### src/rtl/clamp_ref_pkg.sv
package clamp_ref_pkg;

  typedef enum logic [1:0] {
    ST_IDLE  = 2'd0,
    ST_DELAY = 2'd1,
    ST_PULSE = 2'd2
  } seqState_t;

  // Strobes from control to the datapath counter
  typedef struct packed {
    logic loadDelay;
    logic loadWidth;
    logic countDown;
  } cntCmd_t;

  // Pulse width in cycles, rounded to nearest: clkHz * ns / 1e9
  function automatic int pulseCycles(input int clkHz, input int pulseNs);
    return ((clkHz / 1000) * pulseNs + 500000) / 1000000;
  endfunction

endpackage

### src/rtl/clamp_ref_ctl.sv
module clamp_ref_ctl
  import clamp_ref_pkg::*;
(
  input  logic    clk,
  input  logic    rstN,
  input  logic    hsEdge,
  input  logic    delayZero,
  input  logic    cntAtOne,
  output cntCmd_t cmd,
  output logic    pulseOn
);

  seqState_t stateQ, stateD;

  always_ff @(posedge clk or negedge rstN) begin
    if (!rstN) stateQ <= ST_IDLE;
    else       stateQ <= stateD;
  end

  always_comb begin
    stateD = stateQ;
    cmd    = '0;
    if (hsEdge) begin
      // Any new edge restarts the sequence
      if (delayZero) begin
        stateD        = ST_PULSE;
        cmd.loadWidth = 1'b1;
      end else begin
        stateD        = ST_DELAY;
        cmd.loadDelay = 1'b1;
      end
    end else begin
      unique case (stateQ)
        ST_DELAY: begin
          if (cntAtOne) begin
            stateD        = ST_PULSE;
            cmd.loadWidth = 1'b1;
          end else begin
            cmd.countDown = 1'b1;
          end
        end
        ST_PULSE: begin
          if (cntAtOne) stateD        = ST_IDLE;
          else          cmd.countDown = 1'b1;
        end
        default: stateD = ST_IDLE;
      endcase
    end
  end

  assign pulseOn = (stateQ == ST_PULSE);

endmodule

### src/rtl/clamp_ref_dp.sv
module clamp_ref_dp
  import clamp_ref_pkg::*;
#(
  parameter int DELAY_W = 8,
  parameter int PULSE_W = 14,
  parameter int CNT_W   = 8
) (
  input  logic               clk,
  input  logic               rstN,
  input  logic               hsyncIn,
  input  logic               activeIn,
  input  logic [DELAY_W-1:0] delayCfg,
  input  logic               pulseModeEn,
  input  cntCmd_t            cmd,
  input  logic               pulseOn,
  output logic               hsEdge,
  output logic               delayZero,
  output logic               cntAtOne,
  output logic               refOut,
  output logic               clampStrobe
);

  logic             hsPrevQ;
  logic             activeQ;
  logic [CNT_W-1:0] cntQ;

  // Reset to 1 so a sync level already high is not an edge
  always_ff @(posedge clk or negedge rstN) begin
    if (!rstN) begin
      hsPrevQ <= 1'b1;
      activeQ <= 1'b1;
    end else begin
      hsPrevQ <= hsyncIn;
      activeQ <= activeIn;
    end
  end

  assign hsEdge    = hsyncIn & ~hsPrevQ;
  assign delayZero = (delayCfg == '0);

  always_ff @(posedge clk or negedge rstN) begin
    if (!rstN)              cntQ <= '0;
    else if (cmd.loadDelay) cntQ <= CNT_W'(delayCfg);
    else if (cmd.loadWidth) cntQ <= CNT_W'(PULSE_W);
    else if (cmd.countDown) cntQ <= cntQ - 1'b1;
  end

  assign cntAtOne = (cntQ == CNT_W'(1));

  assign clampStrobe = pulseOn & pulseModeEn;
  assign refOut      = pulseModeEn ? ~pulseOn : activeQ;

endmodule

### src/rtl/clamp_ref_gen.sv
module clamp_ref_gen
  import clamp_ref_pkg::*;
#(
  parameter int CLK_HZ   = 27000000,
  parameter int PULSE_NS = 500,
  parameter int DELAY_W  = 8
) (
  input  logic               clk,
  input  logic               rstN,
  input  logic               hsyncIn,
  input  logic               activeIn,
  input  logic [DELAY_W-1:0] delayCfg,
  input  logic               pulseModeEn,
  output logic               refOut,
  output logic               clampStrobe
);

  localparam int PULSE_W = pulseCycles(CLK_HZ, PULSE_NS);
  localparam int WIDTH_BITS = $clog2(PULSE_W + 1);
  localparam int CNT_W = (DELAY_W > WIDTH_BITS) ? DELAY_W : WIDTH_BITS;

  cntCmd_t cmd;
  logic    hsEdge, delayZero, cntAtOne, pulseOn;

  clamp_ref_ctl u_ctl (
    .clk       (clk),
    .rstN      (rstN),
    .hsEdge    (hsEdge),
    .delayZero (delayZero),
    .cntAtOne  (cntAtOne),
    .cmd       (cmd),
    .pulseOn   (pulseOn)
  );

  clamp_ref_dp #(
    .DELAY_W (DELAY_W),
    .PULSE_W (PULSE_W),
    .CNT_W   (CNT_W)
  ) u_dp (
    .clk         (clk),
    .rstN        (rstN),
    .hsyncIn     (hsyncIn),
    .activeIn    (activeIn),
    .delayCfg    (delayCfg),
    .pulseModeEn (pulseModeEn),
    .cmd         (cmd),
    .pulseOn     (pulseOn),
    .hsEdge      (hsEdge),
    .delayZero   (delayZero),
    .cntAtOne    (cntAtOne),
    .refOut      (refOut),
    .clampStrobe (clampStrobe)
  );

endmodule

### config.mk
export PLATFORM = sky130hd
export DESIGN_NAME = clamp_ref_gen
export DESIGN_NICKNAME = d
export VERILOG_FILES = /design/src/rtl/clamp_ref_pkg.sv /design/src/rtl/clamp_ref_ctl.sv /design/src/rtl/clamp_ref_dp.sv /design/src/rtl/clamp_ref_gen.sv
export SDC_FILE = /design/constraint.sdc
export NUM_CORES = 1
export LEC_CHECK = 0
export BUFFER_PORTS_ARGS = -buffer_cell sky130_fd_sc_hd__buf_2
export CORE_MARGIN = 2
export CORE_UTILIZATION = 25
export DETAILED_ROUTE_END_ITERATION = 16
export SLEW_MARGIN = 20
export SYNTH_ARGS = -nofsm -noshare
export SYNTH_HDL_FRONTEND = slang
export SYNTH_SLANG_ARGS = --single-unit
### constraint.sdc
create_clock -name clk -period 2.5 [get_ports clk]
set_clock_uncertainty 0.2 [all_clocks]
set_input_delay 0.375 -clock clk [delete_from_list [all_inputs] [get_ports clk]]
set_output_delay 0.375 -clock clk [all_outputs]
set_load 0.01 [all_outputs]
==> run metrics <==
non-filler instance count after layout=148; P_leak=0.000424 uW; slowest CP cell=dfrtp_1; vias per cell=5.11; clk_lat worst skew=between 0.2 and 0.3 ns; crit path launch type=register; Detail Route Antenna Nets=0; Worst VDD drop=approximately 0.00026 V; r2r endpoint=u_dp.cntQ[7]; Design Area, Final=~970 um^2; most numerous cell in the Yosys netlist=dfrtp_1; Post-synth EDFFs=0; post-synthesis sequential area ratio=~37%; CTS H-tree lvls=1; hpwl dp=1550 um; post-synthesis cell count=86; Bufs and invs on worst path=0; DP Area=927 um^2; Clock transition at path regs=approximately 0.08 ns; worst hold start=hsyncIn; CP top delay family=simple AND/OR/NAND/NOR gates; Fill cells=roughly 320; Syn Area/Cell=9.50 um^2; worst hold path stage count=1; worst-path cell chain=ha_1, and3b_1, a31o_1, or2_1, mux2_4; Setup Fix Bufs, Post-CTS=0; GRT overflow=0; total clock sinks=12; Final setup viols=0; count of different cell masters after synthesis=41; switch share=between 30% and 40%; Hold WS=between 0.015 and 0.02 ns; vias in the first global route=between 700 and 800; Worst R2R Setup Slack=approximately 0.24 ns; min-delay worst type=input port to register; Worst Setup End Kind=register; Via Count=between 700 and 800; fin. max-slew vios=0; leading area contributor after synthesis=dfrtp_1; largest net degree at the start of global routing=13; I/O pin count=15; router iterations before antenna repair=4; Wirelength per Cell=approximately 14 um; YS warnings=0; Seq pwr share=~45%; Tot GR Track Use=between 10 and 15%; Root Driver=clkbuf_4; first-pass GRT wire length=3280 um; ant diodes=0; Power Density=around 740 mW/mm^2; RSZ-0062 raised after global routing=false; CTS buffer count=3; Die Ht=about 60 um; fin util=roughly a third; Fin Setup TNS=0 ns; Final min period=between 2 and 2.5 ns; fin nets=between 100 and 150; Logic pwr share=between 30% and 40%; P_int=about 440 uW; antenna violations before repair=0; Max Cap Viol=0; Area growth syn-to-layout=19.1%; full die area=around 0.0037 mm^2; Worst Hold End=u_dp.hsPrevQ; Detailed Route Iter0 Violations=34; xor/xnor share of the synthesized area=0%; core area=between 0.003 and 0.004 mm^2; Worst R2R Start=u_dp.cntQ[0]; Rows=20; predominant post-synthesis flop cell=dfrtp_1; clk buf depth=2; Mapped Area=approximately 800 um^2; Placed Cells=roughly 140; CP max FO=10; post-synthesis sequential element count=12; layout cell share with drive strength beyond 1=between 20% and 30%; Levels on crit path=5; compound-cell area share of the yosys netlist=around a quarter; final hold violations=0; Worst Path Arrival=~2.2 ns; CTS tree=done; clock power share=around 18%; Die Wd=approximately 60 um; DRC=0; drt total wl=roughly 2000 um; ys async rst share=between 90% and 100%; post-synthesis mux area share=under 10%; Psw=about 280 uW; area share of fa/ha/maj cells after synthesis=around 6.1%; area share of the largest cell type after synthesis=around 31%; Final Cycle Share=approximately nine tenths; max_slew headroom=around three quarters; synth top area cells=dfrtp_1 31%, dfstp_2 6.4%, ha_1 6.1%; number of I/O port buffers=14; main combinational cell family by area after synthesis=compound AO/OA/AOI/OAI gates; status=complete, no violations; Starting Density=between 20% and 30%; Max stage delay on crit path=~0.44 ns; Synthesized Nets=103; Post-synth top cells=10 x dfrtp_1, 8 x inv_1; Peak Freq=443 MHz; Slew @ Worst Pin=about 0.4 ns; R2R depth=5; Crit Path Class=register to register; GP Congestion=around 0.85; Critical Path RT=approximately 2.5 ns; Simple-Gate Fraction of Synth Area=20.1%
[cell families (layout without fill, tap and decap cells)]
group,count (synthesis),count (layout)
compound gates,29,29
fa+ha+maj,4,4
buf+inv,12,30
flops,12,12
mux,2,2
simple gates,27,27
[metal layers]
| layer | global-route usage (%) | share of wire (%) |
|---|---|---|
| met2 | 18.7 | 50 |
| met4 | 4.35 | 0.40 |
| met1 | 15.3 | 43 |
| met5 | 0 | 0 |
| met3 | 4.62 | 6.9 |
[stage by stage]
| step | setup WS, ns | total power [uW] |
|---|---|---|
| floorplan | 0.395 | 512 |
| global placement | 0.295 | 579 |
| detailed placement | 0.289 | 591 |
| CTS | 0.262 | 725 |
| global route | 0.144 | 781 |
| finish | 0.244 | 723 |
[power groups by stage]
stage	Clock (uW)	Combinational [uW]	Sequential [uW]
after global placement	0	258	321
final	129	271	324
after CTS	133	270	322
after detailed placement	0	268	323
after floorplan	0	206	306
after global routing	145	304	332
[what timing repair did]
| item | CTS | global route |
|---|---|---|
| hold buffers | 2 | 0 |
| endpoints found under the hold margin | 11 | 0 |
| gates resized for setup | 0 | 0 |
[how the worst max path moves through the flow]
stage	from	end	slack (ns)
global placement	u_dp.cntQ[0]	u_dp.cntQ[7]	0.29
global route	u_dp.cntQ[1]	u_dp.cntQ[7]	0.14
CTS	u_dp.cntQ[0]	u_dp.cntQ[7]	0.26
floorplan	u_dp.cntQ[0]	u_dp.cntQ[7]	0.39
detailed placement	u_dp.cntQ[0]	u_dp.cntQ[7]	0.29
finish	u_dp.cntQ[0]	u_dp.cntQ[7]	0.24
[layout make-up]
class,instances,area (um^2),area share (%)
multi-input combinational,62,454,46.7
sequential,12,303,31.1
clock buffer,4,26.3,2.70
tap,44,55.1,5.66
timing repair buffer,18,105,10.8
inverter,8,30.0,3.08
[sequential cells by signal, indices dropped and copies added (netlist names)]
register	flops
u_ctl.stateQ	2
u_dp.cntQ	8
u_dp.activeQ	1
u_dp.hsPrevQ	1
[worst register-to-register path, stage by stage (launching register included)]
cell     delay (ns)
dfrtp_1        0.44
ha_1           0.26
and3b_1        0.20
a31o_1         0.33
or2_1          0.37
mux2_4         0.32
[placed cells by master, fill, tap and decap left out, types with 2 or more instances in the layout]
master	synthesis	final
a21oi_1	3	3
a31oi_1	3	3
nor2b_1	2	2
clkbuf_4	0	3
nor2_1	4	4
buf_2	0	14
nor3_1	3	3
buf_4	0	2
a22o_2	2	2
o41ai_1	3	3
dfstp_2	2	2
o21ai_0	4	4
nand3_1	4	4
dfrtp_1	10	10
ha_1	4	4
inv_1	8	8
o22ai_1	3	3
nand2_1	2	2
or4_1	2	2
dlygate4sd3_1	0	2
Note: power is estimated with default switching activity, not from simulation.
